**config.mk**
```make
export PLATFORM = sky130hd
export DESIGN_NAME = aflu_core
export DESIGN_NICKNAME = d
export VERILOG_FILES = /design/src/rtl/aflu_pkg.sv /design/src/rtl/aflu_arith.sv /design/src/rtl/aflu_logic.sv /design/src/rtl/aflu_pack.sv /design/src/rtl/aflu_core.sv
export SDC_FILE = /design/constraint.sdc
export NUM_CORES = 1
export LEC_CHECK = 0
export ABC_AREA = 1
export BUFFER_PORTS_ARGS = -buffer_cell sky130_fd_sc_hd__buf_2
export CAP_MARGIN = 20
export CORE_MARGIN = 3
export CORE_UTILIZATION = 57
export CTS_CLUSTER_SIZE = 8
export DETAILED_ROUTE_END_ITERATION = 6
export GPL_TIMING_DRIVEN = 0
export HOLD_SLACK_MARGIN = 0.12
export PLACE_DENSITY = 0.86
export SLEW_MARGIN = 10
export SYNTH_ARGS = -nofsm -noshare
export SYNTH_HDL_FRONTEND = slang
export SYNTH_HIERARCHICAL = 1
export SYNTH_SLANG_ARGS = --single-unit
```
**constraint.sdc**
```tcl
create_clock -name clk -period 4.15 [get_ports clk]
set_input_delay 0.415 -clock clk [delete_from_list [all_inputs] [get_ports clk]]
set_output_delay 0.415 -clock clk [all_outputs]
set_load 0.01 [all_outputs]
```
**src/rtl/aflu_pkg.sv**
```systemverilog
package aflu_pkg;

    localparam int unsigned DW = 16;
    localparam int unsigned HW = DW / 2;

    typedef enum logic [2:0] {
        OP_ADD = 3'd0,
        OP_ADC = 3'd1,
        OP_SUB = 3'd2,
        OP_SBB = 3'd3,
        OP_AND = 3'd4,
        OP_OR  = 3'd5,
        OP_XOR = 3'd6,
        OP_CMP = 3'd7
    } op_e;

    // status word bit positions
    localparam int unsigned B_CARRY = 0;
    localparam int unsigned B_PAR   = 2;
    localparam int unsigned B_NIB   = 4;
    localparam int unsigned B_ZERO  = 6;
    localparam int unsigned B_SIGN  = 7;
    localparam int unsigned B_CTLLO = 8;
    localparam int unsigned B_CTLHI = 10;
    localparam int unsigned B_OVF   = 11;

    // reserved bits: ones where set, zeros elsewhere among reserved
    localparam logic [DW-1:0] RSV_ONES = 16'hF002;

    typedef struct packed {
        logic [DW-1:0] value;
        logic          carry;
        logic          nib;
        logic          ovf;
    } stat_t;

    function automatic logic op_subtracts(op_e op);
        return (op == OP_SUB) || (op == OP_SBB) || (op == OP_CMP);
    endfunction

    function automatic logic op_chains(op_e op);
        return (op == OP_ADC) || (op == OP_SBB);
    endfunction

    function automatic logic op_bitwise(op_e op);
        return (op == OP_AND) || (op == OP_OR) || (op == OP_XOR);
    endfunction

    function automatic logic even_ones8(logic [7:0] v);
        return ~^v;
    endfunction

endpackage

```
**src/rtl/aflu_arith.sv**
```systemverilog
module aflu_arith
    import aflu_pkg::*;
#(
    parameter int unsigned W = DW
) (
    input  logic [W-1:0] a,
    input  logic [W-1:0] b,
    input  logic         cin,
    input  logic         sub,
    input  logic         narrow,
    output stat_t        st
);
    localparam int unsigned H = W / 2;

    logic [W-1:0] b_eff;
    logic         c0;
    logic [W:0]   sum_w;
    logic [H:0]   sum_h;
    logic [4:0]   sum_n;

    // one adder serves both directions: a + ~b + ~borrow
    always_comb begin
        b_eff = sub ? ~b : b;
        c0    = cin ^ sub;
        sum_w = {1'b0, a} + {1'b0, b_eff} + {{W{1'b0}}, c0};
        sum_h = {1'b0, a[H-1:0]} + {1'b0, b_eff[H-1:0]} + {{H{1'b0}}, c0};
        sum_n = {1'b0, a[3:0]} + {1'b0, b_eff[3:0]} + {4'b0, c0};
    end

    always_comb begin
        st     = '0;
        st.nib = sum_n[4] ^ sub;
        if (narrow) begin
            st.value = {{(W-H){1'b0}}, sum_h[H-1:0]};
            st.carry = sum_h[H] ^ sub;
            st.ovf   = (a[H-1] == b_eff[H-1]) && (sum_h[H-1] != a[H-1]);
        end else begin
            st.value = sum_w[W-1:0];
            st.carry = sum_w[W] ^ sub;
            st.ovf   = (a[W-1] == b_eff[W-1]) && (sum_w[W-1] != a[W-1]);
        end
    end

endmodule

```
**src/rtl/aflu_logic.sv**
```systemverilog
module aflu_logic
    import aflu_pkg::*;
#(
    parameter int unsigned W = DW
) (
    input  logic [W-1:0] a,
    input  logic [W-1:0] b,
    input  op_e          op,
    input  logic         narrow,
    output stat_t        st
);
    localparam int unsigned H = W / 2;

    logic [W-1:0] raw;

    always_comb begin
        unique case (op)
            OP_AND:  raw = a & b;
            OP_OR:   raw = a | b;
            default: raw = a ^ b;
        endcase
    end

    // upper half gated per bit when the narrow width is selected
    for (genvar g = 0; g < W; g++) begin : g_gate
        if (g < H) begin : g_lo
            assign st.value[g] = raw[g];
        end else begin : g_hi
            assign st.value[g] = raw[g] & ~narrow;
        end
    end

    assign st.carry = 1'b0;
    assign st.nib   = 1'b0;
    assign st.ovf   = 1'b0;

endmodule

```
**src/rtl/aflu_pack.sv**
```systemverilog
module aflu_pack
    import aflu_pkg::*;
#(
    parameter int unsigned W = DW
) (
    input  stat_t         st,
    input  logic          narrow,
    input  logic [2:0]    ctl,
    output logic [W-1:0]  word
);
    localparam int unsigned H = W / 2;

    logic zero_v;
    logic sign_v;

    always_comb begin
        zero_v = narrow ? (st.value[H-1:0] == '0) : (st.value == '0);
        sign_v = narrow ? st.value[H-1] : st.value[W-1];

        word                   = RSV_ONES;
        word[B_CARRY]          = st.carry;
        word[B_PAR]            = even_ones8(st.value[7:0]);
        word[B_NIB]            = st.nib;
        word[B_ZERO]           = zero_v;
        word[B_SIGN]           = sign_v;
        word[B_CTLHI:B_CTLLO]  = ctl;
        word[B_OVF]            = st.ovf;
    end

endmodule

```
**src/rtl/aflu_core.sv**
```systemverilog
module aflu_core
    import aflu_pkg::*;
(
    input  logic          clk,
    input  logic          rst,
    input  logic [2:0]    op_i,
    input  logic          byte_i,
    input  logic [15:0]   a_i,
    input  logic [15:0]   b_i,
    input  logic [15:0]   flags_i,
    output logic [15:0]   result_o,
    output logic [15:0]   flags_o
);
    op_e   op;
    stat_t st_arith;
    stat_t st_logic;
    stat_t st_sel;
    logic [DW-1:0] word_next;
    logic  live_q;

    assign op = op_e'(op_i);

    aflu_arith #(.W(DW)) i_arith (
        .a      (a_i),
        .b      (b_i),
        .cin    (op_chains(op) & flags_i[B_CARRY]),
        .sub    (op_subtracts(op)),
        .narrow (byte_i),
        .st     (st_arith)
    );

    aflu_logic #(.W(DW)) i_logic (
        .a      (a_i),
        .b      (b_i),
        .op     (op),
        .narrow (byte_i),
        .st     (st_logic)
    );

    assign st_sel = op_bitwise(op) ? st_logic : st_arith;

    aflu_pack #(.W(DW)) i_pack (
        .st     (st_sel),
        .narrow (byte_i),
        .ctl    (flags_i[B_CTLHI:B_CTLLO]),
        .word   (word_next)
    );

    always_ff @(posedge clk) begin
        if (rst) begin
            result_o <= '0;
            flags_o  <= RSV_ONES;
            live_q   <= 1'b0;
        end else begin
            if (op != OP_CMP) begin
                result_o <= st_sel.value;
            end
            flags_o <= word_next;
            live_q  <= 1'b1;
        end
    end

    // bitwise operations leave carry and overflow clear
    p_bitwise_clear_r3: assert property (@(posedge clk) disable iff (rst)
        (live_q && ($past(op_i) inside {3'd4, 3'd5, 3'd6}))
            |-> (!flags_o[B_CARRY] && !flags_o[B_OVF]));

    // compare keeps the result register
    p_cmp_holds_r4: assert property (@(posedge clk) disable iff (rst)
        (live_q && $past(op_i) == 3'd7) |-> (result_o == $past(result_o)));

    // narrow width leaves the upper result byte empty
    p_narrow_upper_r5: assert property (@(posedge clk) disable iff (rst)
        (live_q && $past(byte_i) && $past(op_i) != 3'd7)
            |-> (result_o[15:8] == 8'h00));

    // parity bit agrees with the stored result
    p_parity_r7: assert property (@(posedge clk) disable iff (rst)
        (live_q && $past(op_i) != 3'd7) |-> (flags_o[B_PAR] == ~^result_o[7:0]));

    // zero bit agrees with the stored result
    p_zero_r9: assert property (@(posedge clk) disable iff (rst)
        (live_q && $past(op_i) != 3'd7) |-> (flags_o[B_ZERO] == (result_o == 16'h0)));

    // control bits pass through
    p_ctl_pass_r11: assert property (@(posedge clk) disable iff (rst)
        live_q |-> (flags_o[10:8] == $past(flags_i[10:8])));

endmodule

```
==> results.ini, run 1 <==
[clocking]
cts_tree=built
postCtsSetupRepairBufs=0
cts_buffer_depth=2
cts.sinks=32
cts-resized-gates=0
clkLatencyLatePin_ns=0.29
cts_hold_buffers=0
h-tree-depth=2
cts-root-buf=clkbuf_8
cts.clk_slew.worst_paths_ns=0.07
cts_buffers=5

[floorplanning]
chipHeight_um=90.7
dieWidth_um=90.7
die-area_um2=8220
core_area_um2=6870
io-pin-count=86
initial_utilization=0.595
num_rows=30

[synth]
synth_area_um2=4090
synth_cell_types=35
synth_area_per_cell_um2=6.36
synth_seq_cells=32
netlist_instances=643
synth-edff-count=0
async_reset_ff_frac=0
yosysTopAreaCellShare=0.157
yosysSeqAreaShare=0.157
yosysWarnings=6
yosys.area.top_type=dfxtp_1
synthTopCellsByArea=dfxtp_1, ha_1, nand2_1
synth_top_flop_cell=dfxtp_1

[place]
dp.cells=816
port_buffers=70
dp_hpwl_mm=8.29
gp_congestion=0.929

[sta]
report.final.slew_viol_count=0
tns_ns=0
final.min_clock_period_ns=3.82
fmax_mhz=262
grt_setup_unrepaired=false
timing.hold.ws_ns=0.346
skew_ns=0
final-setup-viol-count=0
hold_viol=0
finalCritPeriodShare=0.921

[route]
wl_per_cell_um=12.1
routed_wl_mm=9.98
vias=4053
drc=0
via_per_inst=4.92
drt_iter0_markers=166
ant_nets=0
firstDrtPassIters=4

[global_routing]
grt_pass1_wl_mm=17.0
antenna_found_initial=0
grt_max_degree=11
groute.usage.overall=0.247
grt_overflow=0
grt_pass1_vias=3903

[layout]
syn_to_final_growth_pct=14.4
antennaDiodeCount=0
final_util=0.681
fin_nets=834
final_cell_mix=nand2_1, inv_1, nor2_1
final_layout_size_suffix_gt1_frac=0.245
finalNonFillerCells=824
layout_commonest_cell=nand2_1

[critical_path]
path_class=input pin to flip-flop
crit_chain=buf_2, nand3_4, buf_2, o21ai_0, buf_2, xor2_1, fa_1, fa_1, nand3_1, nand2_2, nand2_2, nand2_4, xor2_1, nand2_1, nand2_1, inv_1, ha_1, xor2_1, and2_1, nor2_2, inv_1, nor2_1
setup.worst_path.end_class=flip-flop
slowest_delay_ns=0.47
crit_fanout=10
rrSetupSlack_ns=3.44
critPathLaunchType=input pin
cp_top_family=adder cells
crit_arrival_ns=3.99
cp_slowest_cell=fa_1
critPathRequiredTime_ns=4.31
cp_num_buf_inv=5

[power_and_ir_drop]
cellPowerDensity_nw_per_um2=286
power_leakage_nw=2.92
irDropWorstVdd_mv=0.219

[run]
maxCapViolCount=0

[status]
status=complete, no violations

[min_path]
hold_class=input pin to flip-flop

## final cells by class
type                       count  area (um2)
fill                         626        2190
buffer                        36         279
clock buffer                   6        82.6
multi-input combinational    463        2740
timing repair buffer          70         350
tap                           96         120
clock inverter                 2        10.0
inverter                     119         449
sequential                    32         641
## where the power goes
| group | leakage (nW) | total [mW] | internal, mW | switching (mW) |
|---|---|---|---|---|
| registers | 0.266 | 0.356 | 0.342 | 0.0142 |
| logic | 2.60 | 0.732 | 0.288 | 0.444 |
| clock network | 0.0510 | 0.248 | 0.132 | 0.116 |
## cell usage after synthesis (6+ instances only)
master and count:
a21oi_1 11, buf_2 6, buf_4 20, buf_6 6, dfxtp_1 32, ha_1 51
inv_1 113, nand2_1 153, nand2_2 17, nand3_1 50, nand3_2 13, nand4_1 9
nor2_1 81, nor2_2 14, xor2_1 26
## cells by family after synthesis
logic type | Yosys count | synth area share
adders and majority gates | 53 | 0.166
xor gates and xnor gates | 27 | 0.0579
AOI/OAI and AO/OA | 20 | 0.0303
DFF | 32 | 0.157
and+or+nand+nor | 353 | 0.408
other | 3 | 0.00276
buffers and inverters | 155 | 0.178
## per-stage QoR
stage	worst slack [ns]	total power, mW	area, um2
2_1_floorplan	0.703	0.899	4110
3_3_place_gp	0.196	1.06	4580
3_5_place_dp	0.0925	1.08	4580
4_1_cts	0.359	1.33	4680
5_1_grt	0.137	1.45	4680
6_report	0.327	1.34	4680
## state kept, by name, summed over array words and instances, names as in the netlist
signal,flops
result_o,16
flags_o,16
## path summary, 6_finish.rpt
| kind | endpoint | cells after the start | startpoint |
|---|---|---|---|
| min | flags_o[9] | 3 | flags_i[9] |
| min reg2reg | result_o[1] | 4 | result_o[1] |
| max reg2reg | result_o[3] | 4 | result_o[3] |
| max | flags_o[2] | 22 | op_i[2] |
## routing by layer
metal,vias to the layer above,track usage,share of wire
met5,-,0,0
met4,0,0.0740,0.026
met3,22,0.0367,0.046
met2,118,0.462,0.51
met1,1836,0.287,0.42
li1,2077,-,-
## worst reg2reg max path: cells and delay by family, from the launching register on
family,cells,cell delay [ns]
buffers and inverters,1,0.04
DFF,1,0.32
and+or+nand+nor,3,0.25
Power figures use the tool's default switching activity.
==> run 2: changes to the inputs <==
ABC_AREA = 0   (was 1)
CORE_UTILIZATION = 56   (was 57)
PLACE_DENSITY = 0.85   (was 0.86)
==> results.ini, run 2 <==
[floorplanning]
die-area_um2=7850  ; was 8220 um2
chipHeight_um=88.6  ; was 90.7 um
dieWidth_um=88.6  ; was 90.7 um
initial_utilization=0.589  ; was 0.595
core_area_um2=6490  ; was 6870 um2
num_rows=29  ; was 30
io-pin-count=86  ; unchanged

[layout]
syn_to_final_growth_pct=17.6  ; was 14.4%
final_layout_size_suffix_gt1_frac=0.298  ; was 0.245
multi_input_area_um2=2770  ; was 2740 um2
antennaDiodeCount=0  ; unchanged
layout_commonest_cell=buf_2  ; was nand2_1
stdcell_area_um2=4490  ; was 4680 um2
fillers=532  ; was 626
fin_nets=679  ; was 834
final_cell_mix=buf_2, ha_1, inv_1  ; was nand2_1, inv_1, nor2_1
register_area_um2=641  ; unchanged
reg_top3=flags_o x16, result_o x16  ; unchanged

[synth]
synth_cell_types=50  ; was 35
synth_fa_ha_area_frac=0.177  ; was 0.166
synth_commonest_cells=ha_1, inv_1, nor2_1  ; was nand2_1, inv_1, nor2_1
synth_top_family_by_area=compound AO/OA/AOI/OAI gates  ; was simple AND/OR/NAND/NOR gates
yosysWarnings=6  ; unchanged
yosysTopAreaCellShare=0.168  ; was 0.157
synthTopCellsByArea=dfxtp_1, ha_1, xor2_1  ; was dfxtp_1, ha_1, nand2_1
yosysSeqAreaShare=0.168  ; was 0.157
yosys.area.top_type=dfxtp_1  ; unchanged
synth-edff-count=0  ; unchanged
synth_seq_cells=32  ; unchanged
synth_compound_area_frac=0.203  ; was 0.0303
synthXorXnorAreaFrac=0.0779  ; was 0.0579
yosysMostFrequentCell=ha_1  ; was nand2_1
async_reset_ff_frac=0  ; unchanged
synthSimpleGateAreaFrac=0.170  ; was 0.408
synth_top_flop_cell=dfxtp_1  ; unchanged
synthMuxAreaShare=0.0766  ; was 0
synth_area_um2=3820  ; was 4090 um2
synth_area_per_cell_um2=7.87  ; was 6.36 um2
netlist_instances=486  ; was 643

[global_routing]
grt_overflow=0  ; unchanged
antenna_found_initial=0  ; unchanged
grt_max_degree=18  ; was 11
grt_pass1_vias=3447  ; was 3,903
groute.usage.overall=0.256  ; was 0.247
grt_pass1_wl_mm=15.9  ; was 17.0 mm

[critical_path]
crit_arrival_ns=4.15  ; was 3.99 ns
critPathLaunchType=input pin  ; unchanged
setup.worst_path.end_class=flip-flop  ; unchanged
critPathRequiredTime_ns=4.38  ; was 4.31 ns
crit_fanout=10  ; unchanged
path_class=input pin to flip-flop  ; unchanged

[sta]
hold_viol=0  ; unchanged
fmax_mhz=255  ; was 262 MHz
skew_ns=0  ; unchanged
report.final.slew_viol_count=0  ; unchanged
final-setup-viol-count=0  ; unchanged
tightest_slew_ns=0.557
final.min_clock_period_ns=3.92  ; was 3.82 ns
finalCritPeriodShare=0.945  ; was 0.921
relSlewSlack=0.627
timing.hold.ws_ns=0.333  ; was 0.346 ns

[clocking]
cts.clk_slew.worst_paths_ns=0.06  ; was 0.07 ns
cts_buffers=5  ; unchanged
clkLatencyLatePin_ns=0.29  ; about the same
cts_buffer_depth=2  ; unchanged
cts_tree=built  ; unchanged
cts_hold_buffers=0  ; unchanged
cts-root-buf=clkbuf_8  ; unchanged
h-tree-depth=2  ; unchanged
cts.sinks=32  ; unchanged

[run]
maxCapViolCount=0  ; unchanged

[route]
drt_iter0_markers=145  ; was 166
via_per_inst=5.60  ; was 4.92
vias=3641  ; was 4,053
drc=0  ; unchanged
ant_nets=0  ; unchanged
routed_wl_mm=9.86  ; was 9.98 mm
wl_per_cell_um=15.2  ; was 12.1 um
firstDrtPassIters=6  ; was 4

[place]
placed_area_um2=4300  ; was 4580 um2
dp_hpwl_mm=7.89  ; was 8.29 mm
port_buffers=69  ; was 70
gp_congestion=0.940  ; was 0.929

[power_and_ir_drop]
cellPowerDensity_nw_per_um2=308  ; was 286 nW/um2
power_leakage_nw=2.27  ; was 2.92 nW
irDropWorstVdd_mv=0.173  ; was 0.219 mV

[status]
status=complete, no violations  ; unchanged

[min_path]
hold_class=input pin to flip-flop  ; unchanged

[run 2: cell types whose count changed after synthesis, sizes merged, moves of 7 or more]
cell and delta:
nand2 -135, a311oi +16, nor2 -53, nand3 -43, nand4 -7, xnor2 +8, inv -73, nor2b +13
clkbuf +9, a21bo +16, o21ai +26, mux2 +20, o211ai +7
[run 2: path summary, 6_finish.rpt]
check / depth (start not counted) / start / slack [ns] / end
setup / recovery: 21 / op_i[0] / 0.23 / flags_o[6]
hold / removal: 2 / flags_i[10] / 0.33 / flags_o[10]
hold reg to reg: 2 / result_o[0] / 0.49 / result_o[0]
setup reg to reg: 2 / result_o[2] / 3.32 / result_o[2]
[run 2: final cells by class]
class,count,share of cell area
Multi-Input combinational cell,368,0.615
Inverter,45,0.0376
Clock buffer,6,0.0161
Clock inverter,2,0.00780
Sequential cell,32,0.143
Timing Repair Buffer,74,0.0852
Buffer,46,0.0741
Tap cell,77,0.0214
[run 2: power breakdown]
part | switching [mW] | internal, mW | total, mW
Sequential | 0.0115 | 0.340 | 0.352
Combinational | 0.390 | 0.351 | 0.742
Clock | 0.115 | 0.178 | 0.293
Total | 0.516 | 0.870 | 1.39
[run 2: layer usage]
metal / wire length, um / vias to the layer above / part of all wire / global-route usage
met5: 0 / - / 0 / 0
met4: 272 / 0 / 0.028 / 0.0989
met3: 603 / 20 / 0.061 / 0.0298
met2: 4790 / 143 / 0.49 / 0.457
met1: 4190 / 1679 / 0.42 / 0.313
li1: - / 1799 / - / -
[run 2: repair_timing]
action,CTS,global route
gates resized for setup,7,8
gates cloned,0,0
pin swaps,1,2
buffers inserted,3,2
setup endpoints to repair,3,3
[run 2: kinds of logic after synthesis]
group | after synthesis
DFF | 32
adders and majority gates | 53
buffers and inverters | 93
xor gates and xnor gates | 34
muxes | 23
other | 3
AOI/OAI and AO/OA | 108
and+or+nand+nor | 140
[run 2: critical path: stages]
cell and delay (ns):
buf_4 0.15, buf_6 0.15, inv_1 0.06, a21boi_2 0.15, clkbuf_8 0.17, buf_8 0.16, xor2_1 0.10, fa_2 0.39
fa_2 0.43, a21oi_2 0.15, o21ai_0 0.11, and2_4 0.19, o41ai_4 0.28, xor2_1 0.18, nor2_1 0.08, mux2_4 0.29
nor4_2 0.23, a21oi_1 0.10, nor2_1 0.14, buf_4 0.12, nor2b_1 0.10
[run 2: metrics by stage]
stage	cells	setup WS (ns)	setup TNS, ns	utilization	power [mW]
3_3_place_gp	639	-0.660	-1.28	0.662	1.03
4_1_cts	648	0.00170	0	0.686	1.37
5_1_grt	650	-0.0332	-0.0332	0.692	1.48
6_report	650	0.229	0	0.692	1.39
2_1_floorplan	493	0.0157	0	-	0.881
3_5_place_dp	639	-0.665	-1.51	0.662	1.06
==> run 3: changes to the inputs <==
ABC_AREA = 1   (was 0)
CORE_UTILIZATION = 57   (was 56)
PLACE_DENSITY = 0.86   (was 0.85)
RECOVER_POWER = 50   (was default)
==> results.ini, run 3 (same netlist as run 1, synthesis figures left out) <==
[global_routing]
antenna_found_initial=0  ; unchanged
grt.busiest_layer=met2  ; unchanged
grt_max_degree=11  ; was 18
grt_use_met1=0.287  ; was 0.313
grt_pass1_vias=3903  ; was 3,447
grt_overflow=0  ; unchanged
grt_util_met2=0.462  ; was 0.457
met3_usage=0.0367  ; was 0.0298
groute.usage.overall=0.247  ; was 0.256
grt_pass1_wl_mm=17.0  ; was 15.9 mm

[layout]
layout_commonest_cell=nand2_1  ; was buf_2
fin_nets=834  ; was 679
final_cell_mix=nand2_1, inv_1, nor2_1  ; was buf_2, ha_1, inv_1
final_layout_size_suffix_gt1_frac=0.209  ; was 0.298
reg_top3=flags_o x16, result_o x16  ; unchanged
syn_to_final_growth_pct=13.6  ; was 17.6%
antennaDiodeCount=0  ; unchanged
finalNonFillerCells=824  ; was 650

[clocking]
cts_hold_buffers=0  ; unchanged
cts-resized-gates=0  ; was 7
h-tree-depth=2  ; unchanged
cts_buffer_depth=2  ; unchanged
cts-root-buf=clkbuf_8  ; unchanged
postCtsSetupRepairBufs=0  ; was 3
cts_tree=built  ; unchanged
cts.clk_slew.worst_paths_ns=0.07  ; was 0.06 ns
clkLatencyLatePin_ns=0.29  ; about the same
cts.sinks=32  ; unchanged
cts_buffers=5  ; unchanged

[min_path]
hold_class=input pin to flip-flop  ; unchanged

[floorplanning]
num_rows=30  ; was 29
chipHeight_um=90.7  ; was 88.6 um
core_area_um2=6870  ; was 6490 um2
die-area_um2=8220  ; was 7850 um2
dieWidth_um=90.7  ; was 88.6 um
io-pin-count=86  ; unchanged
initial_utilization=0.595  ; was 0.589

[critical_path]
crit_arrival_ns=4.00  ; was 4.15 ns
cp_slowest_cell=fa_1  ; was fa_2
crit_fanout=10  ; unchanged
cp_top_family=adder cells  ; unchanged
setup.worst_path.end_class=flip-flop  ; unchanged
cp_num_buf_inv=5  ; was 6
slowest_delay_ns=0.47  ; was 0.43 ns
critPathLaunchType=input pin  ; unchanged
crit_chain=buf_2, nand3_4, buf_2, o21ai_0, buf_2, xor2_1, fa_1, fa_1, nand3_1, nand2_2, nand2_2, nand2_4, xor2_1, nand2_1, nand2_1, inv_1, ha_1, xor2_1, and2_1, nor2_2, inv_1, nor2_1  ; was buf_4, buf_6, inv_1, a21boi_2, clkbuf_8, buf_8, xor2_1, fa_2, fa_2, a21oi_2, o21ai_0, and2_4, o41ai_4, xor2_1, nor2_1, mux2_4, nor4_2, a21oi_1, nor2_1, buf_4, nor2b_1
critPathRequiredTime_ns=4.31  ; was 4.38 ns
path_class=input pin to flip-flop  ; unchanged

[power_and_ir_drop]
irDropWorstVdd_mv=0.218  ; was 0.173 mV
power_leakage_nw=2.83  ; was 2.27 nW
cellPowerDensity_nw_per_um2=286  ; was 308 nW/um2

[route]
vias=4071  ; was 3,641
firstDrtPassIters=5  ; was 6
drt_iter0_markers=152  ; was 145
drc=0  ; unchanged
routed_wl_mm=9.94  ; was 9.86 mm
ant_nets=0  ; unchanged
wl_per_cell_um=12.1  ; was 15.2 um
via_per_inst=4.94  ; was 5.60

[run]
maxCapViolCount=0  ; unchanged

[place]
dp.cells=816  ; was 639
port_buffers=70  ; was 69
dp_hpwl_mm=8.29  ; was 7.89 mm
gp_congestion=0.929  ; was 0.940

[sta]
report.final.slew_viol_count=0  ; unchanged
grt_setup_unrepaired=false
tns_ns=0  ; unchanged
skew_ns=0  ; unchanged
final.min_clock_period_ns=3.83  ; was 3.92 ns
final-setup-viol-count=0  ; unchanged
fmax_mhz=261  ; was 255 MHz
hold_viol=0  ; unchanged
finalCritPeriodShare=0.924  ; was 0.945

[status]
status=complete, no violations  ; unchanged

==> run 3: cell types whose count changed in the layout (fill, tap and decap cells not counted), sizes merged, moves of 20 or more <==
cell   delta
mux2     -20
nand3    +43
inv      +73
nor2     +53
o21ai    -26
buf      -32
nand2   +135
==> run 3: final cells by class <==
type	instances	area, um2
Timing Repair Buffer	70	318
Clock inverter	2	10.0
Sequential cell	32	641
Fill cell	640	2230
Inverter	119	449
Tap cell	96	120
Buffer	36	279
Multi-Input combinational cell	463	2740
Clock buffer	6	82.6
==> run 3: per-layer routing <==
layer	vias to the layer above	part of all wire
met2	125	0.51
met1	1845	0.42
met4	0	0.026
met5	-	0
met3	24	0.048
li1	2077	-
==> run 3: power breakdown <==
group          leakage [nW]  total [mW]  internal, mW  switching, mW
logic                  2.52       0.723         0.281          0.442
registers             0.266       0.357         0.342         0.0150
clock network        0.0510       0.249         0.132          0.116
==> run 3: final timing paths <==
check	start	to	slack [ns]	depth (start not counted)
hold / removal	flags_i[9]	flags_o[9]	0.35	3
setup reg to reg	result_o[3]	result_o[3]	3.44	4
hold reg to reg	result_o[1]	result_o[1]	0.58	4
setup / recovery	op_i[2]	flags_o[2]	0.32	22
==> run 3: metrics by stage <==
step / setup slack (ns) / utilization / hold slack [ns] / total power, mW / instance area (um2)
2_1_floorplan: 0.703 / - / 0.581 / 0.899 / 4110
3_5_place_dp: 0.0925 / 0.667 / 0.560 / 1.08 / 4580
3_3_place_gp: 0.196 / 0.667 / 0.544 / 1.06 / 4580
6_report: 0.317 / 0.676 / 0.345 / 1.33 / 4640
4_1_cts: 0.359 / 0.681 / 0.344 / 1.33 / 4680
5_1_grt: 0.137 / 0.676 / 0.349 / 1.45 / 4640
==> run 3: worst min-delay path: cells and delay by family <==
kind          cells  cell delay [ns]
simple gates      1             0.04
buf+inv           2             0.15
